[config.mk]
export PLATFORM = sky130hd
export DESIGN_NAME = smram_access_ctl
export DESIGN_NICKNAME = d
export VERILOG_FILES = /design/src/rtl/smram_pkg.sv /design/src/rtl/smram_cfg_regs.sv /design/src/rtl/smram_window_decode.sv /design/src/rtl/smram_access_ctl.sv
export SDC_FILE = /design/constraint.sdc
export NUM_CORES = 1
export LEC_CHECK = 0
export CAP_MARGIN = 20
export CORE_UTILIZATION = 23
export CTS_BUF_LIST = sky130_fd_sc_hd__clkbuf_8
export DETAILED_ROUTE_END_ITERATION = 7
export PLACE_DENSITY = 0.86
export SLEW_MARGIN = 30
export SYNTH_ARGS = -nofsm -noshare
export SYNTH_HDL_FRONTEND = slang
export SYNTH_SLANG_ARGS = --single-unit
export TNS_END_PERCENT = 100
[constraint.sdc]
create_clock -name clk -period 3.1 [get_ports clk]
set_clock_uncertainty 0.05 [all_clocks]
set_input_delay 0.465 -clock clk [delete_from_list [all_inputs] [get_ports clk]]
set_output_delay 0.465 -clock clk [all_outputs]
set_load 0.1 [all_outputs]
[src/rtl/smram_pkg.sv]
package smram_pkg;

    // Configuration offsets (byte addresses, dword aligned)
    localparam logic [7:0] OFS_HOLE = 8'h48;
    localparam logic [7:0] OFS_SMM  = 8'h4C;

    // Bit positions inside the two dwords
    localparam int HOLE_BIT = 7;
    localparam int OPEN_BIT = 14;
    localparam int SHUT_BIT = 13;
    localparam int LOCK_BIT = 12;
    localparam int GLOB_BIT = 11;
    localparam int SEG_LSB  = 8;

    localparam logic [2:0] SEG_FIXED = 3'b010;

    // Address ranges (inclusive bounds)
    localparam logic [31:0] WIN_LO  = 32'h000A_0000;
    localparam logic [31:0] WIN_HI  = 32'h000B_FFFF;
    localparam logic [31:0] HOLE_LO = 32'h00F0_0000;
    localparam logic [31:0] HOLE_HI = 32'h00FF_FFFF;

    typedef struct packed {
        logic open;
        logic shut;
        logic lock;
        logic glob;
    } smm_ctl_t;

    typedef enum logic {
        ROUTE_FWD  = 1'b0,
        ROUTE_DRAM = 1'b1
    } route_e;

    function automatic logic [31:0] smm_word(input smm_ctl_t c);
        logic [31:0] w;
        w = '0;
        w[OPEN_BIT] = c.open;
        w[SHUT_BIT] = c.shut;
        w[LOCK_BIT] = c.lock;
        w[GLOB_BIT] = c.glob;
        w[SEG_LSB +: 3] = SEG_FIXED;
        return w;
    endfunction

    function automatic logic [31:0] hole_word(input logic en);
        logic [31:0] w;
        w = '0;
        w[HOLE_BIT] = en;
        return w;
    endfunction

    // Window grant, before the address check
    function automatic route_e window_route(input smm_ctl_t c, input logic smm,
                                            input logic code);
        logic ovr;
        logic ok;
        ovr = c.open & ~c.lock;
        if (smm)
            ok = (c.glob | ovr) & (code | ~c.shut);
        else
            ok = ovr;
        return ok ? ROUTE_DRAM : ROUTE_FWD;
    endfunction

endpackage

[src/rtl/smram_cfg_regs.sv]
module smram_cfg_regs
    import smram_pkg::*;
#(
    parameter int CFG_AW = 8
) (
    input  logic              clk,
    input  logic              rst,
    input  logic              wr,
    input  logic [CFG_AW-1:0] addr,
    input  logic [31:0]       wdata,
    output logic [31:0]       rdata,
    output smm_ctl_t          ctl,
    output logic              hole_on,
    output logic              conflict
);

    localparam logic [CFG_AW-1:0] SMM_OFS  = CFG_AW'(OFS_SMM);
    localparam logic [CFG_AW-1:0] HOLE_OFS = CFG_AW'(OFS_HOLE);

    smm_ctl_t ctl_q;
    logic     hole_q;
    logic     conf_q;

    logic hit_smm;
    logic hit_hole;

    assign hit_smm  = (addr[CFG_AW-1:2] == SMM_OFS[CFG_AW-1:2]);
    assign hit_hole = (addr[CFG_AW-1:2] == HOLE_OFS[CFG_AW-1:2]);

    always_ff @(posedge clk) begin
        if (rst) begin
            ctl_q  <= '0;
            hole_q <= 1'b0;
            conf_q <= 1'b0;
        end else begin
            if (wr && hit_smm) begin
                ctl_q.shut <= wdata[SHUT_BIT];
                if (!ctl_q.lock) begin
                    ctl_q.glob <= wdata[GLOB_BIT];
                    ctl_q.open <= wdata[OPEN_BIT] & ~wdata[LOCK_BIT];
                    ctl_q.lock <= wdata[LOCK_BIT];
                end
            end
            if (wr && hit_hole)
                hole_q <= wdata[HOLE_BIT];
            conf_q <= conf_q | (ctl_q.open & ctl_q.shut);
        end
    end

    always_comb begin
        if (hit_smm)
            rdata = smm_word(ctl_q);
        else if (hit_hole)
            rdata = hole_word(hole_q);
        else
            rdata = '0;
    end

    logic unused_bits;
    assign unused_bits = ^{addr[1:0], wdata[31:15], wdata[10:8], wdata[6:0]};

    assign ctl      = ctl_q;
    assign hole_on  = hole_q;
    assign conflict = conf_q;


    lock_hold_chk: assert property (@(posedge clk) disable iff (rst)
        ctl_q.lock |=> ctl_q.lock);


    lock_clears_open_chk: assert property (@(posedge clk) disable iff (rst)
        (wr && hit_smm && wdata[LOCK_BIT]) |=> !ctl_q.open);


    locked_frozen_chk: assert property (@(posedge clk) disable iff (rst)
        ctl_q.lock |=> ($stable(ctl_q.open) && $stable(ctl_q.glob)));


    conflict_sticky_chk: assert property (@(posedge clk) disable iff (rst)
        conf_q |=> conf_q);

endmodule

[src/rtl/smram_window_decode.sv]
module smram_window_decode
    import smram_pkg::*;
#(
    parameter int ADDR_W = 32
) (
    input  logic [ADDR_W-1:0] addr,
    input  logic              smm,
    input  logic              code,
    input  smm_ctl_t          ctl,
    input  logic              hole_on,
    output route_e            route
);

    localparam logic [ADDR_W-1:0] W_LO = ADDR_W'(WIN_LO);
    localparam logic [ADDR_W-1:0] W_HI = ADDR_W'(WIN_HI);
    localparam logic [ADDR_W-1:0] H_LO = ADDR_W'(HOLE_LO);
    localparam logic [ADDR_W-1:0] H_HI = ADDR_W'(HOLE_HI);

    logic in_win;
    logic in_hole;

    assign in_win  = (addr >= W_LO) && (addr <= W_HI);
    assign in_hole = (addr >= H_LO) && (addr <= H_HI);

    always_comb begin
        if (in_win)
            route = window_route(ctl, smm, code);
        else if (in_hole && hole_on)
            route = ROUTE_FWD;
        else
            route = ROUTE_DRAM;
    end

endmodule

[src/rtl/smram_access_ctl.sv]
module smram_access_ctl
    import smram_pkg::*;
#(
    parameter int CFG_AW = 8,
    parameter int ADDR_W = 32
) (
    input  logic              clk,
    input  logic              rst,
    input  logic              cfg_wr,
    input  logic [CFG_AW-1:0] cfg_addr,
    input  logic [31:0]       cfg_wdata,
    output logic [31:0]       cfg_rdata,
    input  logic              dec_valid,
    input  logic [ADDR_W-1:0] dec_addr,
    input  logic              dec_smm,
    input  logic              dec_code,
    output logic              dec_done,
    output logic              dec_to_dram,
    output logic              lock_state,
    output logic              conflict_seen
);

    localparam logic [ADDR_W-1:0] A_WLO = ADDR_W'(WIN_LO);
    localparam logic [ADDR_W-1:0] A_WHI = ADDR_W'(WIN_HI);
    localparam logic [ADDR_W-1:0] A_HLO = ADDR_W'(HOLE_LO);
    localparam logic [ADDR_W-1:0] A_HHI = ADDR_W'(HOLE_HI);

    smm_ctl_t ctl;
    logic     hole_on;
    route_e   route_d;
    route_e   route_q;
    logic     done_q;

    smram_cfg_regs #(.CFG_AW(CFG_AW)) u_regs (
        .clk      (clk),
        .rst      (rst),
        .wr       (cfg_wr),
        .addr     (cfg_addr),
        .wdata    (cfg_wdata),
        .rdata    (cfg_rdata),
        .ctl      (ctl),
        .hole_on  (hole_on),
        .conflict (conflict_seen)
    );

    smram_window_decode #(.ADDR_W(ADDR_W)) u_dec (
        .addr    (dec_addr),
        .smm     (dec_smm),
        .code    (dec_code),
        .ctl     (ctl),
        .hole_on (hole_on),
        .route   (route_d)
    );

    always_ff @(posedge clk) begin
        if (rst) begin
            route_q <= ROUTE_FWD;
            done_q  <= 1'b0;
        end else begin
            done_q <= dec_valid;
            if (dec_valid)
                route_q <= route_d;
        end
    end

    assign dec_done    = done_q;
    assign dec_to_dram = (route_q == ROUTE_DRAM);
    assign lock_state  = ctl.lock;

    logic a_win;
    logic a_hole;
    assign a_win  = (dec_addr >= A_WLO) && (dec_addr <= A_WHI);
    assign a_hole = (dec_addr >= A_HLO) && (dec_addr <= A_HHI);


    done_follow_chk: assert property (@(posedge clk) disable iff (rst)
        dec_valid |=> dec_done);


    route_hold_chk: assert property (@(posedge clk) disable iff (rst)
        !dec_valid |=> ($stable(dec_to_dram) && !dec_done));


    hole_fwd_chk: assert property (@(posedge clk) disable iff (rst)
        (dec_valid && hole_on && a_hole) |=> !dec_to_dram);


    nonsmm_shut_chk: assert property (@(posedge clk) disable iff (rst)
        (dec_valid && !dec_smm && a_win && !ctl.open) |=> !dec_to_dram);


    smm_data_block_chk: assert property (@(posedge clk) disable iff (rst)
        (dec_valid && dec_smm && !dec_code && ctl.shut && a_win) |=> !dec_to_dram);

endmodule

## After elaboration in Yosys (flattened, before gate mapping)

Cells that the tools add are included.

- Register bits after elaboration: 8
- Bits of input ports: 78
- Output and inout port bits: 36
- Word-level logic and storage cells: 38

- $lt $le $gt $ge: 4
- Equality and inequality tests: 2
- Multiplexer cells: 8
- Bitwise logic cells: 10
- Reduce and logical (&&, ||, !) cells: 6

Operators with widths:

| kind | count |
|---|---|
| $ge A32 B20 Y1 const B | 1 |
| $ge A32 B24 Y1 const B | 1 |
| $le A32 B20 Y1 const B | 1 |
| $le A32 B24 Y1 const B | 1 |
| $mux W32 | 1 |
| $eq A6 B5 Y1 const B | 2 |
| $mux W8 | 1 |
| $logic_and A1 B1 Y1 | 5 |
| $mux W1 | 5 |
| $and A1 B1 Y1 | 4 |
| $not A1 Y1 | 3 |
| $or A1 B1 Y1 | 3 |
| $mux W2 | 1 |
| $reduce_and A2 Y1 | 1 |

## Depth between registers and ports, before layout

Gate-level depths: netlist (run 1).

- Word-level depth: 8
- Depth in mapped cells: 4
- Gate-level depth less buffers: 4

## By module

Synthesis (run 1) repeated with hierarchy kept, for this count alone.

- Cells, all modules: 81
- Area total of the unflattened synthesis: 655.6 µm²

Modules (own cells, without submodules):

| module | instances | cells an instance | area each (µm²) | seq. area each (µm²) |
|---|---|---|---|---|
| smram_cfg_regs | 1 | 63 | 516.7 | 120.1 |
| smram_window_decode | 1 | 13 | 78.8 | 0.0 |
| smram_access_ctl | 1 | 5 | 60.1 | 40.0 |

## Least setup slack after synthesis (run 1)

OpenSTA, ideal clock, no wires.

- Path type: register -> output
- Start point: reg u_regs.ctl_q, in the netlist u_regs.ctl[1]
- End point: out cfg_rdata[12]
- Data arrival time: 1.889 ns
- Required time: 2.585 ns
- Slack: 0.696 ns
- Cell stages (with the launch flop): 2
- Buffers on the path: 0
- Cell sequence: dfxtp_1 > and2_1

- Longest elaborated chain between the ends: 1

Ends and longest elaborated chain:

| element | line | source |
|---|---|---|
| from (decl) | smram_cfg_regs.sv:20 | `smm_ctl_t ctl_q;` |
| $mux W32 | smram_cfg_regs.sv:51 | `if (hit_smm)` |
| to (decl) | smram_access_ctl.sv:12 | `output logic [31:0] cfg_rdata,` |

Every way passes these cells.

## Worst setup path in the final report (run 1)

- Start point: in cfg_addr[5]
- End point: out cfg_rdata[14]

- Longest elaborated chain between the ends: 2

Ends and longest elaborated chain:

| element | line | source |
|---|---|---|
| from (decl) | smram_access_ctl.sv:10 | `input logic [CFG_AW-1:0] cfg_addr,` |
| $eq A6 B5 Y1 | smram_cfg_regs.sv:27 | `assign hit_smm = (addr[CFG_AW-1:2] == SMM_OFS[CFG_AW-1:2]);` |
| $mux W32 | smram_cfg_regs.sv:51 |  |

Every way passes these cells.

==> results.py, run 1 <==
metrics = {
    "synth": {
        "synth_seq_area_share_pct": 25.0,
        "synth_top_cell_by_area": "buf_4",
        "synth_cell_types": 23,
        "synth_area_sq_um": 641,
        "ys_seq_elements": 8,
        "syn_area_per_cell_sq_um": 8.11,
        "ys_top_cells_by_area": "buf_4 32%, dfxtp_1 25%, mux2i_1 4.7%",
        "yosysTopAreaCellShare_pct": 31.6,
        "syn_inst": 79,
        "ys_warn_count": 0,
    },
    "place": {
        "dp_hpwl_um": 1420,
        "place.gp.congestion": 0.761,
        "placed_cell_area_sq_um": 1030,
        "portBuffers": 41,
    },
    "routing": {
        "drt_iter0_drc": 12,
        "vias": 605,
        "drtPass1Iterations": 4,
        "wl_per_cell_um": 10.8,
        "drtAntennaViolNets": 0,
        "drt-total-wl_um": 1610,
        "drcViolationCount": 0,
        "post_drt_via_cell_ratio": 4.03,
    },
    "worst_setup_path": {
        "crit_type": "input port to output port",
        "required_ps": 2580,
        "critPathMaxFanout": 5,
        "cp.arrival_ps": 2140,
        "endpoint_kind": "output port",
        "start_kind": "input port",
    },
    "timing": {
        "slew_headroom_pct": 67.3,
        "setup_viol": 0,
        "rsz0062_at_grt": "false",
        "setup-tns-final_ps": 0,
        "tightest_slew_ps": 484,
        "finalHoldViolations": 0,
        "finalCritPeriodShare_pct": 85.7,
        "max_freq_ghz": 0.376,
        "period_minus_slack_ps": 2660,
        "maxSlewViolCount": 0,
    },
    "floorplanning": {
        "coreArea_sq_um": 2540,
        "ioPinCount": 114,
        "die-width_um": 54.8,
        "fp-row-count": 18,
        "dieHeight_um": 54.8,
        "die_area_sq_um": 3000,
        "initial_core_util_pct": 25.2,
    },
    "global_routing": {
        "grt_pass1_wl_um": 2440,
        "use_met1_pct": 11.0,
        "grt_util_all_layers_pct": 11.8,
        "grt_pass1_vias": 580,
        "antenna_found_initial": 0,
        "top_usage_layer": "met2",
        "grtUsageMet3_pct": 2.78,
        "grt_max_degree": 9,
        "grt_overflow": 0,
        "met2_usage_pct": 22.9,
    },
    "cells_and_area": {
        "area_growth_pct": 66.6,
        "drive_gt1_share_pct": 12.5,
        "antenna_cells": 0,
        "finalInstanceArea_sq_um": 1070,
        "nets": 200,
    },
    "flow_run": {
        "maxCapViolCount": 0,
    },
    "clock_tree": {
        "cts_num_sinks": 8,
        "numCtsBuffers": 3,
        "cts_resized": 0,
        "cts_tree": "done",
        "hold_buffers": 0,
        "clk_latency_ps": 220,
        "clk_path_buf_depth": 2,
        "htreeDepth": 1,
        "clkSlewWorstSetupHoldPaths_ps": 40,
        "cts-root-buf": "clkbuf_8",
        "post_cts_buffers": 0,
    },
    "power_and_ir_drop": {
        "net-switching-power_uw": 205,
        "power.internal_uw": 231,
        "powerDensity_nw_per_um2": 409,
        "irDropWorstVdd_v": 0.000187,
        "p_sw_share_pct": 47.0,
        "comb_power_share_pct": 47.5,
        "p_seq_share_pct": 24.4,
        "clockPowerShare_pct": 28.0,
        "p_leak_nw": 0.439,
    },
    "outcome": {
        "outcome": "finished clean",
    },
    "worst_hold_path": {
        "hp-class": "register to register",
    },
}
[power groups by stage]
| stage | combinational, mW | clock [mW] | sequential [mW] |
|---|---|---|---|
| global placement | 0.205 | 0 | 0.108 |
| CTS | 0.207 | 0.125 | 0.107 |
| detailed placement | 0.207 | 0 | 0.108 |
| floorplan | 0.172 | 0 | 0.122 |
| finish | 0.208 | 0.122 | 0.107 |
| global route | 0.215 | 0.131 | 0.107 |
[path summary, 6_finish.rpt]
check / start / end / slack [ps] / cells past startpoint
setup / recovery: cfg_addr[5] / cfg_rdata[14] / 440 / 5
hold / removal: u_regs.conflict / u_regs.conflict / 430 / 2
setup reg to reg: u_regs.ctl[1] / u_regs.ctl[0] / 2070 / 3
hold reg to reg: u_regs.conflict / u_regs.conflict / 430 / 2
[cell usage in the layout (no fill, tap or decap)]
| cell type | count |
|---|---|
| nor4b_1 | 1 |
| mux2i_1 | 3 |
| and2_1 | 4 |
| or4b_4 | 1 |
| and4b_1 | 1 |
| buf_12 | 6 |
| inv_1 | 1 |
| dfxtp_1 | 8 |
| nand4b_1 | 2 |
| nand3_1 | 2 |
| nor4_1 | 2 |
| a21oi_1 | 4 |
| nor2b_1 | 1 |
| nand2b_1 | 1 |
| buf_4 | 4 |
| o41ai_1 | 1 |
| nor2_1 | 8 |
| and3_1 | 1 |
| nor3_4 | 1 |
| clkbuf_8 | 3 |
| clkdlybuf4s50_1 | 31 |
| conb_1 | 26 |
| nand3b_1 | 3 |
| nand2_1 | 2 |
| o21ai_0 | 3 |
[cell type report]
class / count / area (sq um)
fillers: 262 / 1480
inverters: 1 / 3.75
flip-flops and latches: 8 / 160
clock buffers: 3 / 41.3
well taps: 30 / 37.5
multi-input cells: 67 / 364
repair buffers: 41 / 460
[synthesized netlist by cell type]
library cell	instances
clkbuf_1	1
nor2_1	8
buf_4	27
nand2b_1	1
mux2i_1	3
nand2_1	2
conb_1	1
nor4_1	2
nand4b_1	2
nor2b_1	1
and4b_1	1
dfxtp_1	8
nor3_4	1
o41ai_1	1
o21ai_0	3
and2_1	4
nor4b_1	1
a21oi_1	4
nand3b_1	3
and3_1	1
inv_1	1
nand3_1	2
or4b_4	1
[through the flow]
stage / utilization (%) / hold WS, ps / instances / power, mW / setup WS (ps)
finish: 41.9 / 428 / 150 / 0.436 / 442
CTS: 41.9 / 436 / 150 / 0.439 / 428
detailed placement: 40.3 / 426 / 147 / 0.315 / 430
global route: 41.9 / 483 / 150 / 0.453 / 255
global placement: 40.3 / 413 / 147 / 0.314 / 539
floorplan: - / 417 / 104 / 0.294 / 696
[routing by layer]
layer	vias to the layer above	routed length, um
met5	-	0
met4	0	0
met3	0	135
met2	35	948
met1	272	529
li1	298	-
[cells by family after synthesis]
family / Yosys count / synth area share, %
flops: 8 / 25.0
other cells: 1 / 0.585
mux: 3 / 4.69
buf+inv: 29 / 32.8
simple gates: 30 / 30.1
compound gates: 8 / 6.84
[flip-flops by register name, indices dropped and copies added, names as in the netlist]
register	flops
u_regs.ctl	4
u_regs.conflict	1
dec_done	1
dec_to_dram	1
u_regs.hole_on	1
[critical path, cell delays in order]
cell	delay, ps
clkdlybuf4s50_1	430
nor4b_1	490
and3_1	350
and2_1	210
buf_12	180
(Power assumes the default switching activity.)
==> run 2, diff against run 1 <==
Settings changed: CORE_MARGIN set to 8.
==> results.py, run 2 (synthesis gave the netlist of run 1 again) <==
metrics = {
    "timing": {
        "setup-tns-final_ps": 0,
        "finalHoldViolations": 0,
        "setup_ws_ps": 493,
        "period_minus_slack_ps": 2610,
        "finalCritPeriodShare_pct": 84.1,
        "rsz0062_at_grt": "false",
        "maxSlewViolCount": 0,
        "max_freq_ghz": 0.384,
        "setup_viol": 0,
    },
    "routing": {
        "vias": 591,
        "wl_per_cell_um": 12.3,
        "drtPass1Iterations": 4,
        "drt-total-wl_um": 1850,
        "drt_iter0_drc": 14,
        "drcViolationCount": 0,
        "post_drt_via_cell_ratio": 3.91,
        "drtAntennaViolNets": 0,
    },
    "floorplanning": {
        "initial_core_util_pct": 23.6,
        "ioPinCount": 114,
        "coreArea_sq_um": 2710,
        "dieHeight_um": 68.8,
        "fp-row-count": 19,
        "die-width_um": 68.8,
        "die_area_sq_um": 4730,
    },
    "clock_tree": {
        "cts_tree": "done",
        "numCtsBuffers": 3,
        "clkSlewWorstSetupHoldPaths_ps": 40,
        "hold_buffers": 0,
        "cts_num_sinks": 8,
        "post_cts_buffers": 0,
        "clk_path_buf_depth": 2,
        "cts-root-buf": "clkbuf_8",
        "htreeDepth": 1,
        "cts_resized": 0,
        "clk_latency_ps": 220,
    },
    "power_and_ir_drop": {
        "p_seq_share_pct": 24.4,
        "net-switching-power_uw": 205,
        "irDropWorstVdd_v": 0.000192,
        "p_leak_nw": 0.439,
        "clockPowerShare_pct": 27.9,
        "p_sw_share_pct": 47.0,
        "powerDensity_nw_per_um2": 408,
        "power.internal_uw": 231,
        "comb_power_share_pct": 47.7,
    },
    "place": {
        "dp_cells": 148,
        "pre_cts_slack_ps": 501,
        "dp_hpwl_um": 1710,
        "portBuffers": 41,
        "place.gp.congestion": 0.703,
    },
    "worst_setup_path": {
        "required_ps": 2580,
        "cp_cell_sequence": "clkdlybuf4s50_1 > nor4b_1 > and3_1 > and2_1 > buf_12",
        "cp.arrival_ps": 2090,
        "start_kind": "input port",
        "endpoint_kind": "output port",
        "critPathMaxFanout": 5,
        "critPathSlowestCell": "nor4b_1",
        "slowest_delay_ps": 450,
        "crit_type": "input port to output port",
    },
    "cells_and_area": {
        "mostFrequentLayoutCells": "31 x clkdlybuf4s50_1, 26 x conb_1, 8 x nor2_1, 8 x dfxtp_1, 6 x buf_12",
        "largest_register_ffs": 4,
        "drive_gt1_share_pct": 12.5,
        "antenna_cells": 0,
        "finalNonFillerCells": 151,
        "mostFrequentLayoutCell": "clkdlybuf4s50_1",
        "fillers": 284,
        "nets": 200,
        "area_growth_pct": 66.8,
    },
    "global_routing": {
        "grt_util_all_layers_pct": 6.78,
        "grt_max_degree": 9,
        "antenna_found_initial": 0,
        "grt_pass1_vias": 615,
        "grt_pass1_wl_um": 2500,
        "grt_overflow": 0,
    },
    "outcome": {
        "outcome": "finished clean",
    },
    "worst_hold_path": {
        "hp-class": "register to register",
    },
    "flow_run": {
        "maxCapViolCount": 0,
    },
}
[run 2: cell counts in the layout (fill, tap and decap cells not counted)]
No cell type changed its count.
[run 2: final timing paths]
| path | startpoint | end | slack (ps) | cells after the start |
|---|---|---|---|---|
| setup / recovery | cfg_addr[5] | cfg_rdata[11] | 490 | 5 |
| hold / removal | u_regs.conflict | u_regs.conflict | 420 | 2 |
| setup reg to reg | u_regs.ctl[1] | u_regs.ctl[0] | 2070 | 3 |
| hold reg to reg | u_regs.conflict | u_regs.conflict | 420 | 2 |
[run 2: metrics by stage]
step / instance area [sq um] / utilization (%) / power, mW / hold slack, ps
floorplan: 734 / - / 0.294 / 417
global placement: 1030 / 37.9 / 0.314 / 404
detailed placement: 1030 / 37.9 / 0.315 / 415
CTS: 1070 / 39.4 / 0.438 / 426
global route: 1070 / 39.4 / 0.451 / 456
finish: 1070 / 39.4 / 0.436 / 418
[run 2: metal layers]
| layer | routed length, um | share of wire [%] | GRT usage [%] |
|---|---|---|---|
| met2 | 1020 | 55 | 12.7 |
| met3 | 182 | 9.8 | 1.45 |
| met5 | 0 | 0 | 0 |
| met1 | 648 | 35 | 7.36 |
| met4 | 0 | 0 | 2.26 |
[run 2: power groups by stage]
stage | clock network [mW] | logic, mW | registers [mW]
floorplan | 0 | 0.172 | 0.122
global placement | 0 | 0.206 | 0.108
detailed placement | 0 | 0.207 | 0.108
CTS | 0.124 | 0.207 | 0.107
global route | 0.130 | 0.214 | 0.107
finish | 0.122 | 0.208 | 0.106
[run 2: critical path, delay by kind of cell]
kind / cells / cell delay (ps)
simple gates: 3 / 1010
buf+inv: 2 / 610
[run 2: area by class of cell]
cell class | instances | area [sq um] | share of cell area, %
clock buffer | 3 | 41.3 | 3.86
inverter | 1 | 3.75 | 0.351
multi-input combinational | 67 | 364 | 34.1
sequential | 8 | 160 | 15.0
tap | 31 | 38.8 | 3.63
timing repair buffer | 41 | 460 | 43.1
==> run 3, diff against run 2 <==
Settings changed: CORE_UTILIZATION 23 to 21, PLACE_DENSITY 0.86 to 0.79.
Clock period 3.1 ns to 2.5 ns, I/O delays scaled along.
==> results.py, run 3 (synthesis gave the netlist of run 1 again) <==
metrics = {
    "cells_and_area": {
        "area_growth_pct": 69.5,
        "largest_register_ffs": 4,
        "finalNonFillerCells": 155,
        "nets": 202,
        "mostFrequentLayoutCells": "31 x clkdlybuf4s50_1, 26 x conb_1, 8 x nor2_1, 8 x dfxtp_1",
        "mostFrequentLayoutCell": "clkdlybuf4s50_1",
        "antenna_cells": 0,
        "drive_gt1_share_pct": 13.9,
    },
    "clock_tree": {
        "clk_path_buf_depth": 2,
        "cts_tree": "done",
        "clkSlewWorstSetupHoldPaths_ps": 40,
        "cts-root-buf": "clkbuf_8",
        "post_cts_buffers": 0,
        "cts_resized": 0,
        "cts_num_sinks": 8,
        "htreeDepth": 1,
        "clk_latency_ps": 220,
        "hold_buffers": 0,
        "numCtsBuffers": 3,
    },
    "timing": {
        "setup_ws_ps": 204,
        "setup-tns-final_ps": 0,
        "period_minus_slack_ps": 2300,
        "rsz0062_at_grt": "false",
        "finalHoldViolations": 0,
        "maxSlewViolCount": 0,
        "setup_viol": 0,
        "max_freq_ghz": 0.436,
        "finalCritPeriodShare_pct": 91.8,
        "hold_slack_ps": 418,
    },
    "worst_setup_path": {
        "rrSetupSlack_ps": 1480,
        "endpoint_kind": "output port",
        "reg2regPathDepth": 3,
        "timing.rr.start": "u_regs.ctl[1]",
        "required_ps": 2080,
        "cp.arrival_ps": 1870,
        "setup.worst_path.start": "cfg_addr[5]",
        "critPathMaxFanout": 5,
        "start_kind": "input port",
        "r2r_end": "u_regs.ctl[0]",
        "crit_type": "input port to output port",
    },
    "power_and_ir_drop": {
        "irDropWorstVdd_v": 0.000131,
        "powerDensity_nw_per_um2": 499,
        "p_leak_nw": 0.450,
    },
    "floorplanning": {
        "die-width_um": 71.2,
        "fp-row-count": 20,
        "initial_core_util_pct": 21.5,
        "dieHeight_um": 71.2,
        "coreArea_sq_um": 2980,
        "die_area_sq_um": 5070,
        "ioPinCount": 114,
    },
    "global_routing": {
        "grt_pass1_vias": 628,
        "grt_max_degree": 9,
        "top_usage_layer": "met2",
        "grt_pass1_wl_um": 2820,
        "antenna_found_initial": 0,
        "use_met1_pct": 6.99,
        "grt_util_all_layers_pct": 6.98,
        "grt_overflow": 0,
        "grtUsageMet3_pct": 3.91,
        "met2_usage_pct": 11.1,
    },
    "routing": {
        "drcViolationCount": 0,
        "post_drt_via_cell_ratio": 3.79,
        "drtAntennaViolNets": 0,
        "drtPass1Iterations": 2,
        "vias": 588,
        "drt_iter0_drc": 5,
        "wl_per_cell_um": 11.6,
        "drt-total-wl_um": 1790,
    },
    "worst_hold_path": {
        "holdPathEnd": "u_regs.conflict",
        "hp-class": "register to register",
        "hp-start": "u_regs.conflict",
        "hold_path_depth": 2,
    },
    "flow_run": {
        "maxCapViolCount": 0,
    },
    "outcome": {
        "outcome": "finished clean",
    },
    "place": {
        "dp_cells": 152,
        "place.gp.congestion": 0.748,
        "pre_cts_slack_ps": 174,
        "dp_hpwl_um": 1640,
        "portBuffers": 41,
    },
}
==> run 3: cell types whose count changed in the layout (fill, tap and decap cells not counted) <==
cell,change
buf_4,+2
==> run 3: where the power goes <==
group,leakage [nW],switching (mW),internal [mW],total (mW)
Combinational,0.363,0.206,0.0524,0.258
Sequential,0.0651,0.00113,0.131,0.132
Clock,0.0216,0.0482,0.104,0.152
==> run 3: worst max-delay path by stage <==
stage	to	depth (start not counted)
2_1_floorplan	cfg_rdata[12]	1
3_3_place_gp	cfg_rdata[11]	5
3_5_place_dp	cfg_rdata[11]	5
4_1_cts	cfg_rdata[11]	5
5_1_grt	cfg_rdata[11]	5
6_report	cfg_rdata[11]	5
==> run 3: final cells by class <==
| class | count | area [sq um] |
|---|---|---|
| Timing Repair Buffer | 43 | 475 |
| Inverter | 1 | 3.75 |
| Sequential cell | 8 | 160 |
| Clock buffer | 3 | 41.3 |
| Fill cell | 307 | 1890 |
| Multi-Input combinational cell | 67 | 364 |
| Tap cell | 33 | 41.3 |
==> run 3: metrics by stage <==
step / utilization (%) / instance area, sq um / total power [mW]
6_report: 36.5 / 1090 / 0.542
5_1_grt: 36.5 / 1090 / 0.563
4_1_cts: 36.5 / 1090 / 0.544
3_5_place_dp: 35.1 / 1040 / 0.391
3_3_place_gp: 35.1 / 1040 / 0.390
2_1_floorplan: - / 734 / 0.365
==> run 3: worst max-delay path: stages <==
cell	delay [ps]
clkdlybuf4s50_1	420
nor4b_1	370
and3_1	290
and2_1	220
buf_12	190
==> run 3: layer usage <==
layer | vias to the layer above | part of all wire (%)
li1 | 304 | -
met5 | - | 0
met2 | 36 | 48
met4 | 0 | 1.3
met3 | 2 | 13
met1 | 246 | 37
